### src/rtl/led_fifo_pkg.sv
package led_fifo_pkg;
  localparam int unsigned DATA_W = 32;
  localparam int unsigned ADDR_W = 5;

  localparam logic [ADDR_W-1:0] A_DATA   = 5'h00;
  localparam logic [ADDR_W-1:0] A_DMA    = 5'h04;
  localparam logic [ADDR_W-1:0] A_INT    = 5'h08;
  localparam logic [ADDR_W-1:0] A_STATUS = 5'h0C;
  localparam logic [ADDR_W-1:0] A_START  = 5'h10;

  localparam int unsigned B_DMA_EN  = 5;
  localparam int unsigned B_GLB_EN  = 5;
  localparam int unsigned B_CPU     = 1;
  localparam int unsigned B_FIN     = 0;
  localparam int unsigned LVL_LSB   = 10;
  localparam int unsigned LVL_FIELD = 6;

  typedef struct packed {
    logic glb;
    logic cpu;
    logic fin;
  } irq_en_t;
endpackage

### src/rtl/pix_buf.sv
module pix_buf #(
  parameter int unsigned DEPTH = 32,
  parameter int unsigned WIDTH = 32,
  localparam int unsigned PW   = (DEPTH > 1) ? $clog2(DEPTH) : 1,
  localparam int unsigned LW   = $clog2(DEPTH + 1)
) (
  input  logic             clk_i,
  input  logic             rst_ni,
  input  logic             flush_i,
  input  logic             push_i,
  input  logic [WIDTH-1:0] wdata_i,
  output logic             accept_o,
  input  logic             pop_i,
  output logic             valid_o,
  output logic [WIDTH-1:0] rdata_o,
  output logic [LW-1:0]    level_o
);
  logic [WIDTH-1:0] mem_q [DEPTH];
  logic [PW-1:0]    wp_q, rp_q;
  logic [LW-1:0]    cnt_q;
  logic             do_push, do_pop;

  assign valid_o  = (cnt_q != '0);
  assign accept_o = push_i && (cnt_q != LW'(DEPTH));
  assign do_push  = accept_o && !flush_i;
  assign do_pop   = pop_i && valid_o && !flush_i;
  assign rdata_o  = mem_q[rp_q];
  assign level_o  = cnt_q;

  function automatic logic [PW-1:0] wrap_inc(input logic [PW-1:0] p);
    return (p == PW'(DEPTH - 1)) ? '0 : p + 1'b1;
  endfunction

  always_ff @(posedge clk_i) begin
    if (do_push) mem_q[wp_q] <= wdata_i;
  end

  always_ff @(posedge clk_i or negedge rst_ni) begin
    if (!rst_ni) begin
      wp_q  <= '0;
      rp_q  <= '0;
      cnt_q <= '0;
    end else if (flush_i) begin
      wp_q  <= '0;
      rp_q  <= '0;
      cnt_q <= '0;
    end else begin
      if (do_push) wp_q <= wrap_inc(wp_q);
      if (do_pop)  rp_q <= wrap_inc(rp_q);
      case ({do_push, do_pop})
        2'b10:   cnt_q <= cnt_q + 1'b1;
        2'b01:   cnt_q <= cnt_q - 1'b1;
        default: cnt_q <= cnt_q;
      endcase
    end
  end
endmodule

### src/rtl/refill_req.sv
module refill_req #(
  parameter int unsigned DEPTH  = 32,
  parameter int unsigned TRIG_W = 5,
  localparam int unsigned LW    = $clog2(DEPTH + 1)
) (
  input  logic [LW-1:0]     level_i,
  input  logic [TRIG_W-1:0] trig_i,
  input  logic              dma_en_i,
  input  logic              work_left_i,
  output logic              cond_o,
  output logic              dma_req_o,
  output logic              cpu_set_o
);
  localparam int unsigned FLOOR = DEPTH / 2;

  logic [LW-1:0] thr;

  always_comb begin
    thr = LW'(trig_i);
    if (dma_en_i && (thr < LW'(FLOOR))) thr = LW'(FLOOR);
  end

  assign cond_o    = work_left_i && (level_i <= thr);
  assign dma_req_o = cond_o && dma_en_i;
  assign cpu_set_o = cond_o && !dma_en_i;
endmodule

### src/rtl/irq_flags.sv
module irq_flags
  import led_fifo_pkg::*;
(
  input  logic    clk_i,
  input  logic    rst_ni,
  input  logic    fin_set_i,
  input  logic    cpu_set_i,
  input  logic    clr_we_i,
  input  logic    fin_clr_i,
  input  logic    cpu_clr_i,
  input  irq_en_t en_i,
  output logic    fin_o,
  output logic    cpu_o,
  output logic    irq_o
);
  logic fin_q, cpu_q;

  always_ff @(posedge clk_i or negedge rst_ni) begin
    if (!rst_ni) begin
      fin_q <= 1'b0;
      cpu_q <= 1'b0;
    end else begin
      // set has priority over a same-cycle clear
      if (fin_set_i)                  fin_q <= 1'b1;
      else if (clr_we_i && fin_clr_i) fin_q <= 1'b0;
      if (cpu_set_i)                  cpu_q <= 1'b1;
      else if (clr_we_i && cpu_clr_i) cpu_q <= 1'b0;
    end
  end

  assign fin_o = fin_q;
  assign cpu_o = cpu_q;
  assign irq_o = en_i.glb && ((fin_q && en_i.fin) || (cpu_q && en_i.cpu));
endmodule

### src/rtl/led_pix_fifo.sv
module led_pix_fifo
  import led_fifo_pkg::*;
#(
  parameter int unsigned DEPTH = 32,
  parameter int unsigned LEN_W = 13
) (
  input  logic              clk_i,
  input  logic              rst_ni,
  input  logic              reg_we_i,
  input  logic [ADDR_W-1:0] reg_addr_i,
  input  logic [DATA_W-1:0] reg_wdata_i,
  output logic [DATA_W-1:0] reg_rdata_o,
  output logic              pix_valid_o,
  input  logic              pix_ready_i,
  output logic [DATA_W-1:0] pix_data_o,
  input  logic              finish_i,
  output logic              irq_o,
  output logic              dma_req_o
);
  localparam int unsigned TRIG_W = (DEPTH > 1) ? $clog2(DEPTH) : 1;
  localparam int unsigned LW     = $clog2(DEPTH + 1);

  logic              we_data, we_dma, we_int, we_stat, we_start;
  logic              dma_en_q;
  logic [TRIG_W-1:0] trig_q;
  irq_en_t           ien_q;
  logic [LEN_W-1:0]  rem_q;
  logic [LW-1:0]     level;
  logic              accepted, req_cond, cpu_set, flag_fin, flag_cpu;

  assign we_data  = reg_we_i && (reg_addr_i == A_DATA);
  assign we_dma   = reg_we_i && (reg_addr_i == A_DMA);
  assign we_int   = reg_we_i && (reg_addr_i == A_INT);
  assign we_stat  = reg_we_i && (reg_addr_i == A_STATUS);
  assign we_start = reg_we_i && (reg_addr_i == A_START);

  always_ff @(posedge clk_i or negedge rst_ni) begin
    if (!rst_ni) begin
      dma_en_q <= 1'b0;
      trig_q   <= '0;
      ien_q    <= '0;
      rem_q    <= '0;
    end else begin
      if (we_dma) begin
        dma_en_q <= reg_wdata_i[B_DMA_EN];
        trig_q   <= reg_wdata_i[TRIG_W-1:0];
      end
      if (we_int) begin
        ien_q.glb <= reg_wdata_i[B_GLB_EN];
        ien_q.cpu <= reg_wdata_i[B_CPU];
        ien_q.fin <= reg_wdata_i[B_FIN];
      end
      if (we_start)                        rem_q <= reg_wdata_i[LEN_W-1:0];
      else if (accepted && rem_q != '0)    rem_q <= rem_q - 1'b1;
    end
  end

  pix_buf #(.DEPTH(DEPTH), .WIDTH(DATA_W)) u_buf (
    .clk_i    (clk_i),
    .rst_ni   (rst_ni),
    .flush_i  (we_start),
    .push_i   (we_data),
    .wdata_i  (reg_wdata_i),
    .accept_o (accepted),
    .pop_i    (pix_ready_i),
    .valid_o  (pix_valid_o),
    .rdata_o  (pix_data_o),
    .level_o  (level)
  );

  refill_req #(.DEPTH(DEPTH), .TRIG_W(TRIG_W)) u_req (
    .level_i     (level),
    .trig_i      (trig_q),
    .dma_en_i    (dma_en_q),
    .work_left_i (rem_q != '0),
    .cond_o      (req_cond),
    .dma_req_o   (dma_req_o),
    .cpu_set_o   (cpu_set)
  );

  irq_flags u_flags (
    .clk_i     (clk_i),
    .rst_ni    (rst_ni),
    .fin_set_i (finish_i),
    .cpu_set_i (cpu_set),
    .clr_we_i  (we_stat),
    .fin_clr_i (reg_wdata_i[B_FIN]),
    .cpu_clr_i (reg_wdata_i[B_CPU]),
    .en_i      (ien_q),
    .fin_o     (flag_fin),
    .cpu_o     (flag_cpu),
    .irq_o     (irq_o)
  );

  always_comb begin
    reg_rdata_o = '0;
    case (reg_addr_i)
      A_DMA: begin
        reg_rdata_o[B_DMA_EN]   = dma_en_q;
        reg_rdata_o[TRIG_W-1:0] = trig_q;
      end
      A_INT: begin
        reg_rdata_o[B_GLB_EN] = ien_q.glb;
        reg_rdata_o[B_CPU]    = ien_q.cpu;
        reg_rdata_o[B_FIN]    = ien_q.fin;
      end
      A_STATUS: begin
        reg_rdata_o[B_FIN]           = flag_fin;
        reg_rdata_o[B_CPU]           = flag_cpu;
        reg_rdata_o[LVL_LSB +: LW]   = level;
      end
      default: reg_rdata_o = '0;
    endcase
  end
endmodule

### config.mk
export PLATFORM = sky130hd
export DESIGN_NAME = led_pix_fifo
export DESIGN_NICKNAME = d
export VERILOG_FILES = /design/src/rtl/led_fifo_pkg.sv /design/src/rtl/pix_buf.sv /design/src/rtl/refill_req.sv /design/src/rtl/irq_flags.sv /design/src/rtl/led_pix_fifo.sv
export SDC_FILE = /design/constraint.sdc
export NUM_CORES = 1
export LEC_CHECK = 0
export BUFFER_PORTS_ARGS = -buffer_cell sky130_fd_sc_hd__buf_4
export CAP_MARGIN = 15
export CORE_MARGIN = 5
export CORE_UTILIZATION = 38
export DETAILED_ROUTE_END_ITERATION = 12
export PLACE_DENSITY_LB_ADDON = 0.12
export SYNTH_ARGS = -nofsm -noshare
export SYNTH_HDL_FRONTEND = slang
export SYNTH_SLANG_ARGS = --single-unit
### constraint.sdc
create_clock -name clk_i -period 6.44 [get_ports clk_i]
set_input_delay 0.966 -clock clk_i [delete_from_list [all_inputs] [get_ports clk_i]]
set_output_delay 0.966 -clock clk_i [all_outputs]
set_load 0.02 [all_outputs]
# Word level (Yosys, flattened, before mapping)
# Memories as Yosys holds them, arrays and structs flattened.
# Index checks and enable logic that the tools add are counted.
# word_totals
reg_bits	40
ram_bits	1024
input_bits	42
out_inout_bits	67
wordCells	80
n_memories	1
# memory_table
memory	words	width	rd	rd_clocked_by_memory_dff	wr	line	text
u_buf.mem_q	32	32	1	0	1	pix_buf.sv:18	logic [WIDTH-1:0] mem_q [DEPTH];
# classes
addsub	5
order_cmp	2
n_eq_ne	9
n_mux	21
n_reduce_logical	31
# op_table
operator	count
$mux W5	7
$mux W13	2
$logic_and A1 B1 Y1	19
$eq A5 B5 Y1 const B	3
$reduce_bool A13 Y1	1
$sub A13 B1 Y13 const B	1
$mux W6	2
$pmux W6 S2	1
$add A5 B1 Y5 const B	2
$eq A5 B4 Y1 const B	2
$reduce_bool A2 Y1	5
$add A6 B1 Y6 const B	1
$le A6 B5 Y1	1
$mux W1	6
$ne A6 B6 Y1 const B	1
$pmux W2 S3	1
$reduce_bool A6 Y1	1
$sub A6 B1 Y6 const B	1
$eq A5 B3 Y1 const B	1
$logic_not A5 Y1	1
$lt A5 B5 Y1 const B	1
$mux W3	1
$reduce_bool A3 Y1	1
$eq A2 B1 Y1 const B	1
other kinds (4)	5

# Longest topological paths before layout
# Gate-level depths: netlist of the first run.
# logic_depth
depth_word	7
mapped_depth	13
ltp_nobuf	10

# Hierarchy
# A second synthesis of the first run with hierarchy kept.
# hier_totals
hier_cells	1810
area_unflattened_um2	41833.9
# modules_own_cells
module	instances	cells_each	area_each_um2	seq_area_each_um2
pix_buf	1	1618	40028.4	31149.9
led_pix_fifo	1	162	1552.7	550.5
refill_req	1	22	166.4	0.0
irq_flags	1	8	86.3	50.0

# Worst setup path after synthesis of the first run
# OpenSTA, ideal clock, no wires.
# synth_path
path_kind	input port to flip-flop
from	in reg_addr_i[3]
to	reg u_buf.cnt_q[5], in the netlist u_buf.level_o[5]
setup_ns	0.079
arrival_ns	3.616
t_required_ns	6.361
setup_slack_ns	2.744
path_stages	11
n_path_buf	3
cell_sequence	clkbuf_2 -> nor3b_2 -> and3_1 -> clkbuf_1 -> clkbuf_1 -> nor2_1 -> ha_1 -> ha_1 -> or3b_2 -> o311ai_0 -> mux2i_1
# synth_via
elab_chain_cells	7
elab_cells_between_ends	13
cone_classes	eq/ne (3); mux (2); reduce/logical (8)
# synth_rtl
item	line	text
from (decl)	led_pix_fifo.sv:10	input logic [ADDR_W-1:0] reg_addr_i,
$eq A5 B5 Y1 or $logic_not A5 Y1 (tied branches)	led_pix_fifo.sv:35, led_pix_fifo.sv:31	
$logic_and A1 B1 Y1, on equally long branches	led_pix_fifo.sv:35, led_pix_fifo.sv:31	
$logic_not A1 Y1 or $logic_and A1 B1 Y1 (tied branches)	pix_buf.sv:25, pix_buf.sv:26, pix_buf.sv:24	
$logic_and A1 B1 Y1, on equally long branches	pix_buf.sv:26, pix_buf.sv:25	
$eq A2 B1 Y1 or $eq A2 B2 Y1 (tied branches)	pix_buf.sv:50	case ({do_push, do_pop})
$pmux W6 S2	pix_buf.sv:50	
$mux W6	pix_buf.sv:43	end else if (flush_i) begin
to (signal assigned)	pix_buf.sv:51	2'b10: cnt_q <= cnt_q + 1'b1;
to (signal assigned)	pix_buf.sv:52	2'b01: cnt_q <= cnt_q - 1'b1;
to (signal assigned)	pix_buf.sv:53	default: cnt_q <= cnt_q;
to (decl)	pix_buf.sv:20	logic [LW-1:0] cnt_q;
# Parallel ways exist; a longest one is shown, timed or not.
# A chain may end at the register's enable or synchronous reset.

# Final worst setup path of the first run
# layout_path
from	reg u_buf.rp_q[4]
to	out pix_data_o[16]
# layout_via
elab_chain_cells	1
# layout_rtl
item	line	text
from (decl)	pix_buf.sv:19	logic [PW-1:0] wp_q, rp_q;
from (signal assigned)	pix_buf.sv:49	if (do_pop) rp_q <= wrap_inc(rp_q);
$mem_v2 Z32 W32	n/a	
to (decl)	led_pix_fifo.sv:15	output logic [DATA_W-1:0] pix_data_o,
# Every way passes these cells.

==> summary.txt, run 1 <==
RUN STATUS
----------------------------------------------------------------------------------------
Result of the run                                                           finished clean

SYNTHESIS
----------------------------------------------------------------------------------------
Average instance area after synthesis                                           19.9 um2
Count of state elements after synthesis                                             1064
Top flip-flop cell by instance count after synthesis                            edfxtp_1
Dominant combinational cell family by area after synthesis                  multiplexers
Most repeated cell in the gate-level netlist after synthesis                    edfxtp_1
Mux share of post-synthesis cell area                                              13.8%
Simple-Gate Fraction of Synth Area                                                 3.11%
Adder-cell share of the synthesized area                                          0.590%
Share of synthesized flip-flops with an asynchronous set or reset                  3.76%
Number of enable-type register cells in the synthesized netlist                     1024
Post-Syn Area                                                                  41600 um2
Complex-gate fraction of the synthesized area                                      4.14%
Cell taking the most area after synthesis                                       edfxtp_1
Number of instances in the synthesized netlist                                      2088
Top-area cell type share of the netlist area                                       74.0%
Commonest cells post-synth                                                  edfxtp_1 (1024), mux2i_1 (198), mux4_2 (160)
Synth warn                                                                             0
Unique masters post-synth                                                             62
Sequential area share after synthesis                                              76.4%
Parity-gate share of the synthesized area counting xor and xnor cells             0.253%
Leading cell types by total area after synthesis                            edfxtp_1 (74%), mux4_2 (8.7%), mux2i_1 (4.8%)

TIMING
----------------------------------------------------------------------------------------
Portion of the clock cycle consumed by the worst path in the final layout          75.3%
Final hold violation count                                                             0
Highest achievable clock rate                                                    206 MHz
Relative max-transition margin                                                     22.5%
Actual slew at the worst max-slew pin                                            1.16 ns
Setup violations, final                                                                0
RSZ-0062 raised after global routing                                               false
Setup Total Neg Slack                                                               0 ns
Clock skew after layout                                                        0.0279 ns
Slew Limit Fails                                                                       0
Final min period                                                                 4.85 ns

CRITICAL PATH
----------------------------------------------------------------------------------------
Register-to-Register Setup Slack                                                 2.85 ns
Most common cell type on the critical path                                         buf_4
WP data required                                                                 5.47 ns
Sort of element at the start of the critical path                                   flop
Worst path cell trace                                                       buf_4 -> and3b_2 -> a22oi_1 -> nand4_1 -> buf_4
Delay of the slowest cell on the worst path                                      1.05 ns
Top fanout value on the critical path                                                 32
Kind of critical path                                                         reg -> out
Critical-path top delay cell                                                     and3b_2
Type of element capturing the critical path                                  output port
WP data arrival                                                                  3.88 ns
Largest delay contributor family on the critical path                       simple AND/OR/NAND/NOR gates
Buf+Inv Stages, Crit Path                                                              2

GLOBAL ROUTING
----------------------------------------------------------------------------------------
Largest net degree at the start of global routing                                    111
Initial antenna violation count                                                        1
First-pass GRT wire length                                                        159 mm
Global Route Usage Sum                                                             19.0%
Remaining global-route overflow                                                        0
Vias in the first global route                                                     21581

CELLS AND AREA
----------------------------------------------------------------------------------------
Final layout net count                                                              2291
Footprint of the multi-input gates                                              9450 um2
Share of final-layout standard cells stronger than drive strength 1                23.3%
Area added between synthesis and finish                                            15.4%
Area used by sequential logic in the layout                                    31800 um2
Antenna diode count                                                                    0
Final core area utilization                                                        44.1%
Layout fillers                                                                      9300

FLOORPLANNING
----------------------------------------------------------------------------------------
Horiz. Die Dim                                                                    341 um
Height of the chip                                                                341 um
Initial core utilization                                                           38.2%
Die area                                                                      116000 um2
Cell Rows                                                                            121
Area of the core region                                                       109000 um2
I/O pin cnt                                                                          109

CLOCKING
----------------------------------------------------------------------------------------
TritonCTS clock tree                                                                 yes
Number of clock buffers inserted by TritonCTS                                        114
Clock transition at the registers of the reported paths                          0.06 ns
Number of sinks handled by clock tree synthesis                                     1064
Clock latency reported for the late side of the worst-skew pair                  0.69 ns
Clock Path Buffers                                                                     3
Quantity of gates resized following cts                                                0
Post-CTS Hold Fix Bufs                                                                 0
H-tree levels                                                                          3
CTS root buf                                                                   clkbuf_16
Number of setup buffers added after CTS                                                0

PLACED DESIGN
----------------------------------------------------------------------------------------
RD Place Congestion                                                                0.752
DPL Wire Length                                                                  62.0 mm
Count of port buffers added during placement                                          88

ROUTE
----------------------------------------------------------------------------------------
Total length of routed wires                                                      112 mm
Remaining DRCs                                                                         0
Via count                                                                          20968
Number of antenna-violating nets in the routed design                                  0
Post-detailed-route wirelength per cell                                          29.9 um
Count of routing violations after the opening detailed-route iteration              1923
Ratio of routed vias to standard cells                                              5.61
DR pass1 iterations                                                                    5

POWER AND IR DROP
----------------------------------------------------------------------------------------
Leak                                                                             15.5 nW
Maximum ir drop on the vdd rail                                                 0.273 mV
Pwr per Cell Area                                                             402 nW/um2

MIN PATH
----------------------------------------------------------------------------------------
Min-Delay Path Class                                                         in -> async

FLOW RUN
----------------------------------------------------------------------------------------
Max capacitance violation total                                                        0

==> where the power goes <==
part | switching (W) | internal [W] | leakage [nW]
Clock | 0.00267 | 0.00394 | 1.85
Sequential | 0.000264 | 0.00766 | 9.69
Combinational | 0.00280 | 0.00195 | 3.93
==> registers in the layout, summed over array words and instances (netlist names) <==
name,count
dma_en_q,1
ien_q,3
rem_q,13
trig_q,5
u_buf.level_o,6
u_buf.mem_q,1024
u_buf.rp_q,5
u_buf.wp_q,5
u_flags.cpu_o,1
u_flags.fin_o,1
==> metal layers <==
metal  global-route usage, %  vias up  part of all wire [%]
met5                       0        -                     0
met4                    4.10        0                   1.6
met3                    3.20      111                   5.2
met2                    30.8      616                    48
met1                    27.3    11334                    45
li1                        -     8907                     -
==> worst paths after layout <==
check | endpoint | depth (start not counted) | from
hold / removal | rem_q[5]$_DFFE_PN0P_ | 1 | rst_ni
hold reg to reg | rem_q[12]$_DFFE_PN0P_ | 2 | rem_q[12]$_DFFE_PN0P_
setup reg to reg | u_buf.level_o[5]$_DFFE_PN0P_ | 8 | u_buf.level_o[0]$_DFFE_PN0P_
min in group clk_i | u_flags.fin_o$_DFFE_PN0P_ | 2 | finish_i
setup / recovery | pix_data_o[16] | 5 | u_buf.rp_q[4]$_DFFE_PN0P_
max in group asynchronous | u_buf.rp_q[1]$_DFFE_PN0P_ | 1 | rst_ni
==> cell families after synthesis <==
family | count (synthesis)
mux | 370
flops | 1064
buf+inv | 147
simple gates | 234
other cells | 1
xor+xnor | 12
compound gates | 241
fa+ha+maj | 19
==> final cells by class <==
type	count	area share, %
tap	1414	3.69
timing repair buffer	145	2.45
sequential	1064	66.2
multi-input combinational	896	19.7
clock inverter	76	1.73
clock buffer	136	6.16
inverter	9	0.0808
==> cells in the final DEF (no fill, tap or decap), types with 6 or more instances in the layout <==
cell type / n
inv_1: 8
mux4_2: 160
xnor2_1: 9
clkinv_2: 20
or3_1: 6
buf_12: 7
bufinv_16: 17
nand2_1: 29
ha_1: 18
clkbuf_16: 115
a21oi_1: 12
and2_1: 11
a221oi_1: 32
nand3b_1: 6
a22oi_1: 131
conb_1: 20
mux2i_1: 198
a31oi_1: 6
clkinv_1: 27
mux2_2: 12
clkbuf_1: 21
buf_4: 138
nand3_1: 39
o21ai_0: 43
nor2_1: 24
nor2_4: 35
nand4_1: 35
dfrtp_1: 37
edfxtp_1: 1024
==> through the flow <==
stage          power, W  worst slack (ns)  hold WS [ns]  cells  area, um2
3_5_place_dp     0.0129              2.08         0.506   3528      44200
6_report         0.0193              1.59         0.269   3740      48000
2_1_floorplan    0.0110              2.74         0.462   2107      41600
5_1_grt          0.0201              1.41         0.288   3740      48000
4_1_cts          0.0195              1.37         0.248   3740      48000
3_3_place_gp     0.0129              2.14         0.493   3527      44200
(Power assumes the default switching activity.)
==> run 2, diff against run 1 <==
==> constraint.sdc (replaced) <==
create_clock -name clk_i -period 4.3 [get_ports clk_i]
set_input_delay 0.645 -clock clk_i [delete_from_list [all_inputs] [get_ports clk_i]]
set_output_delay 0.645 -clock clk_i [all_outputs]
set_load 0.02 [all_outputs]
==> summary.txt, run 2 (synthesis gave the netlist of run 1 again) <==
TIMING
----------------------------------------------------------------------------------------
Relative max-transition margin                                                     45.8%   +23 points
Portion of the clock cycle consumed by the worst path in the final layout          93.7%
Final hold violation count                                                             0   unchanged
Final min period                                                                 4.03 ns
Highest achievable clock rate                                                    248 MHz
Setup violations, final                                                                0   unchanged
RSZ-0062 raised after global routing                                               false
Setup Total Neg Slack                                                               0 ns   unchanged
Clock skew after layout                                                        0.0301 ns   +0.00222 ns
Actual slew at the worst max-slew pin                                           0.811 ns   -0.352 ns
Slew Limit Fails                                                                       0   unchanged

FLOORPLANNING
----------------------------------------------------------------------------------------
Cell Rows                                                                            121   unchanged
Die area                                                                      116000 um2   unchanged
Height of the chip                                                                341 um   unchanged
Initial core utilization                                                           38.2%   unchanged
Area of the core region                                                       109000 um2   unchanged
Horiz. Die Dim                                                                    341 um   unchanged
I/O pin cnt                                                                          109   unchanged

FLOW RUN
----------------------------------------------------------------------------------------
Max capacitance violation total                                                        0   unchanged

PLACED DESIGN
----------------------------------------------------------------------------------------
Placed cell count                                                                   3566   +1.1%
Count of port buffers added during placement                                          88   unchanged
DPL Wire Length                                                                  60.6 mm   -2.3%
RD Place Congestion                                                                0.759   +0.97%

CRITICAL PATH
----------------------------------------------------------------------------------------
Critical-path top delay cell                                                     dfrtp_4
Sort of element at the start of the critical path                                   flop
Delay of the slowest cell on the worst path                                      0.86 ns   -0.19 ns
WP data arrival                                                                  3.38 ns   -0.50 ns
Kind of critical path                                                         reg -> out
Type of element capturing the critical path                                  output port
Most common cell type on the critical path                                        buf_12
Register-to-Register Setup Slack                                                 0.84 ns   -2.01 ns
Top fanout value on the critical path                                                 30   -6.3%
WP data required                                                                 3.65 ns   -1.82 ns
Worst path cell trace                                                       buf_12 -> buf_12 -> mux4_2 -> a22oi_1 -> nand4_1 -> buf_4

GLOBAL ROUTING
----------------------------------------------------------------------------------------
Remaining global-route overflow                                                        0   unchanged
Vias in the first global route                                                     21888   +1.4%
Largest net degree at the start of global routing                                     58   -48%
Initial antenna violation count                                                        4   +3
Global Route Usage Sum                                                             18.4%   -0.62 points
First-pass GRT wire length                                                        156 mm   -2.2%

CELLS AND AREA
----------------------------------------------------------------------------------------
Area added between synthesis and finish                                            15.6%
Finished Layout Cells                                                               3769   +0.78%
Share of final-layout standard cells stronger than drive strength 1                24.3%   +1.0 points
Leading cell type in the layout, fill and taps excluded                         edfxtp_1
Commonest cells after routing, fill and taps aside                          edfxtp_1 (1024), mux2i_1 (198), buf_4 (163)
Final core area utilization                                                        44.2%   +0.077 points
Layout fillers                                                                      9319   +0.20%
Top register by number of flip-flops                                         u_buf.mem_q
Flip-flop count of the largest register after layout                                1024   unchanged
Final layout net count                                                              2327   +1.6%

ROUTE
----------------------------------------------------------------------------------------
Via count                                                                          20867   -0.48%
Number of antenna-violating nets in the routed design                                  0   unchanged
Ratio of routed vias to standard cells                                              5.54   -1.2%
Count of routing violations after the opening detailed-route iteration              1778   -7.5%
Total length of routed wires                                                      108 mm   -3.4%
Post-detailed-route wirelength per cell                                          28.6 um   -4.2%
DR pass1 iterations                                                                    5   unchanged
Remaining DRCs                                                                         0   unchanged

CLOCKING
----------------------------------------------------------------------------------------
Clock latency reported for the late side of the worst-skew pair                  0.68 ns   about the same
Number of sinks handled by clock tree synthesis                                     1064   unchanged
Clock Path Buffers                                                                     3   unchanged
Post-CTS Hold Fix Bufs                                                                 1   +1
Quantity of gates resized following cts                                                0   unchanged
H-tree levels                                                                          3   unchanged
Clock transition at the registers of the reported paths                          0.06 ns   about the same
Number of clock buffers inserted by TritonCTS                                        111   -2.6%
CTS root buf                                                                   clkbuf_16
TritonCTS clock tree                                                                 yes
Number of setup buffers added after CTS                                                0   unchanged

POWER AND IR DROP
----------------------------------------------------------------------------------------
Maximum ir drop on the vdd rail                                                 0.307 mV   +12%
Leak                                                                             15.6 nW   +0.56%
Pwr per Cell Area                                                             585 nW/um2   +46%
Pwr Total                                                                       0.0281 W   +46%

MIN PATH
----------------------------------------------------------------------------------------
Min-Delay Path Class                                                           in -> reg

RUN STATUS
----------------------------------------------------------------------------------------
Result of the run                                                           finished clean

==> run 2: cell types whose count changed in the layout (fill, tap and decap cells not counted), sizes merged <==
cell         change
diode            +1
dlygate4sd3      +1
bufinv          -11
clkinv           +2
buf             +38
inv              -2
==> run 2: path summary, 6_finish.rpt <==
kind | startpoint | to | cells after the start
setup / recovery | u_buf.rp_q[0]$_DFFE_PN0P_ | pix_data_o[6] | 6
hold / removal | finish_i | u_flags.fin_o$_DFFE_PN0P_ | 2
setup reg to reg | u_buf.level_o[0]$_DFFE_PN0P_ | u_buf.level_o[5]$_DFFE_PN0P_ | 8
hold reg to reg | u_flags.cpu_o$_DFFE_PN0P_ | u_flags.cpu_o$_DFFE_PN0P_ | 2
max in group asynchronous | rst_ni | u_buf.rp_q[1]$_DFFE_PN0P_ | 2
min in group asynchronous | rst_ni | trig_q[4]$_DFFE_PN0P_ | 2
==> run 2: power breakdown <==
| group | internal [W] | switching [W] |
|---|---|---|
| Sequential | 0.0115 | 0.000314 |
| Combinational | 0.00309 | 0.00419 |
| Clock | 0.00517 | 0.00387 |
| Total | 0.0197 | 0.00837 |
==> run 2: per-stage QoR <==
| step | area [um2] | worst slack (ns) | hold WS (ns) |
|---|---|---|---|
| after floorplan | 41600 | 0.925 | 0.349 |
| after CTS | 48100 | 0.180 | 0.102 |
| after detailed placement | 44600 | 0.717 | 0.507 |
| after global routing | 48100 | 0.111 | 0.134 |
| after global placement | 44600 | 0.680 | 0.496 |
| final | 48100 | 0.272 | 0.149 |
==> run 2: final cells by class <==
type / count / area (um2) / share of cell area (%)
clock inverter: 65 / 473 / 0.984
multi-input combinational: 896 / 9450 / 19.7
inverter: 9 / 38.8 / 0.0807
antenna: 1 / 2.50 / 0.00521
sequential: 1064 / 31800 / 66.1
timing repair buffer: 184 / 1630 / 3.40
clock buffer: 136 / 2940 / 6.11
tap: 1414 / 1770 / 3.68
==> run 2: critical path: cells and delay by family (launching register included) <==
family	cells	cell delay [ns]
and+or+nand+nor	1	0.22
buffers and inverters	3	0.74
DFF	1	0.86
AOI/OAI and AO/OA	1	0.32
muxes	1	0.52
==> run 2: routing by layer <==
metal  up-vias  global-route usage (%)  wire (um)
met4         0                    4.00       1650
li1       8980                       -          -
met2       463                    30.7      53400
met1     11301                    25.9      48400
met5         -                       0          0
met3       123                    2.58       4570
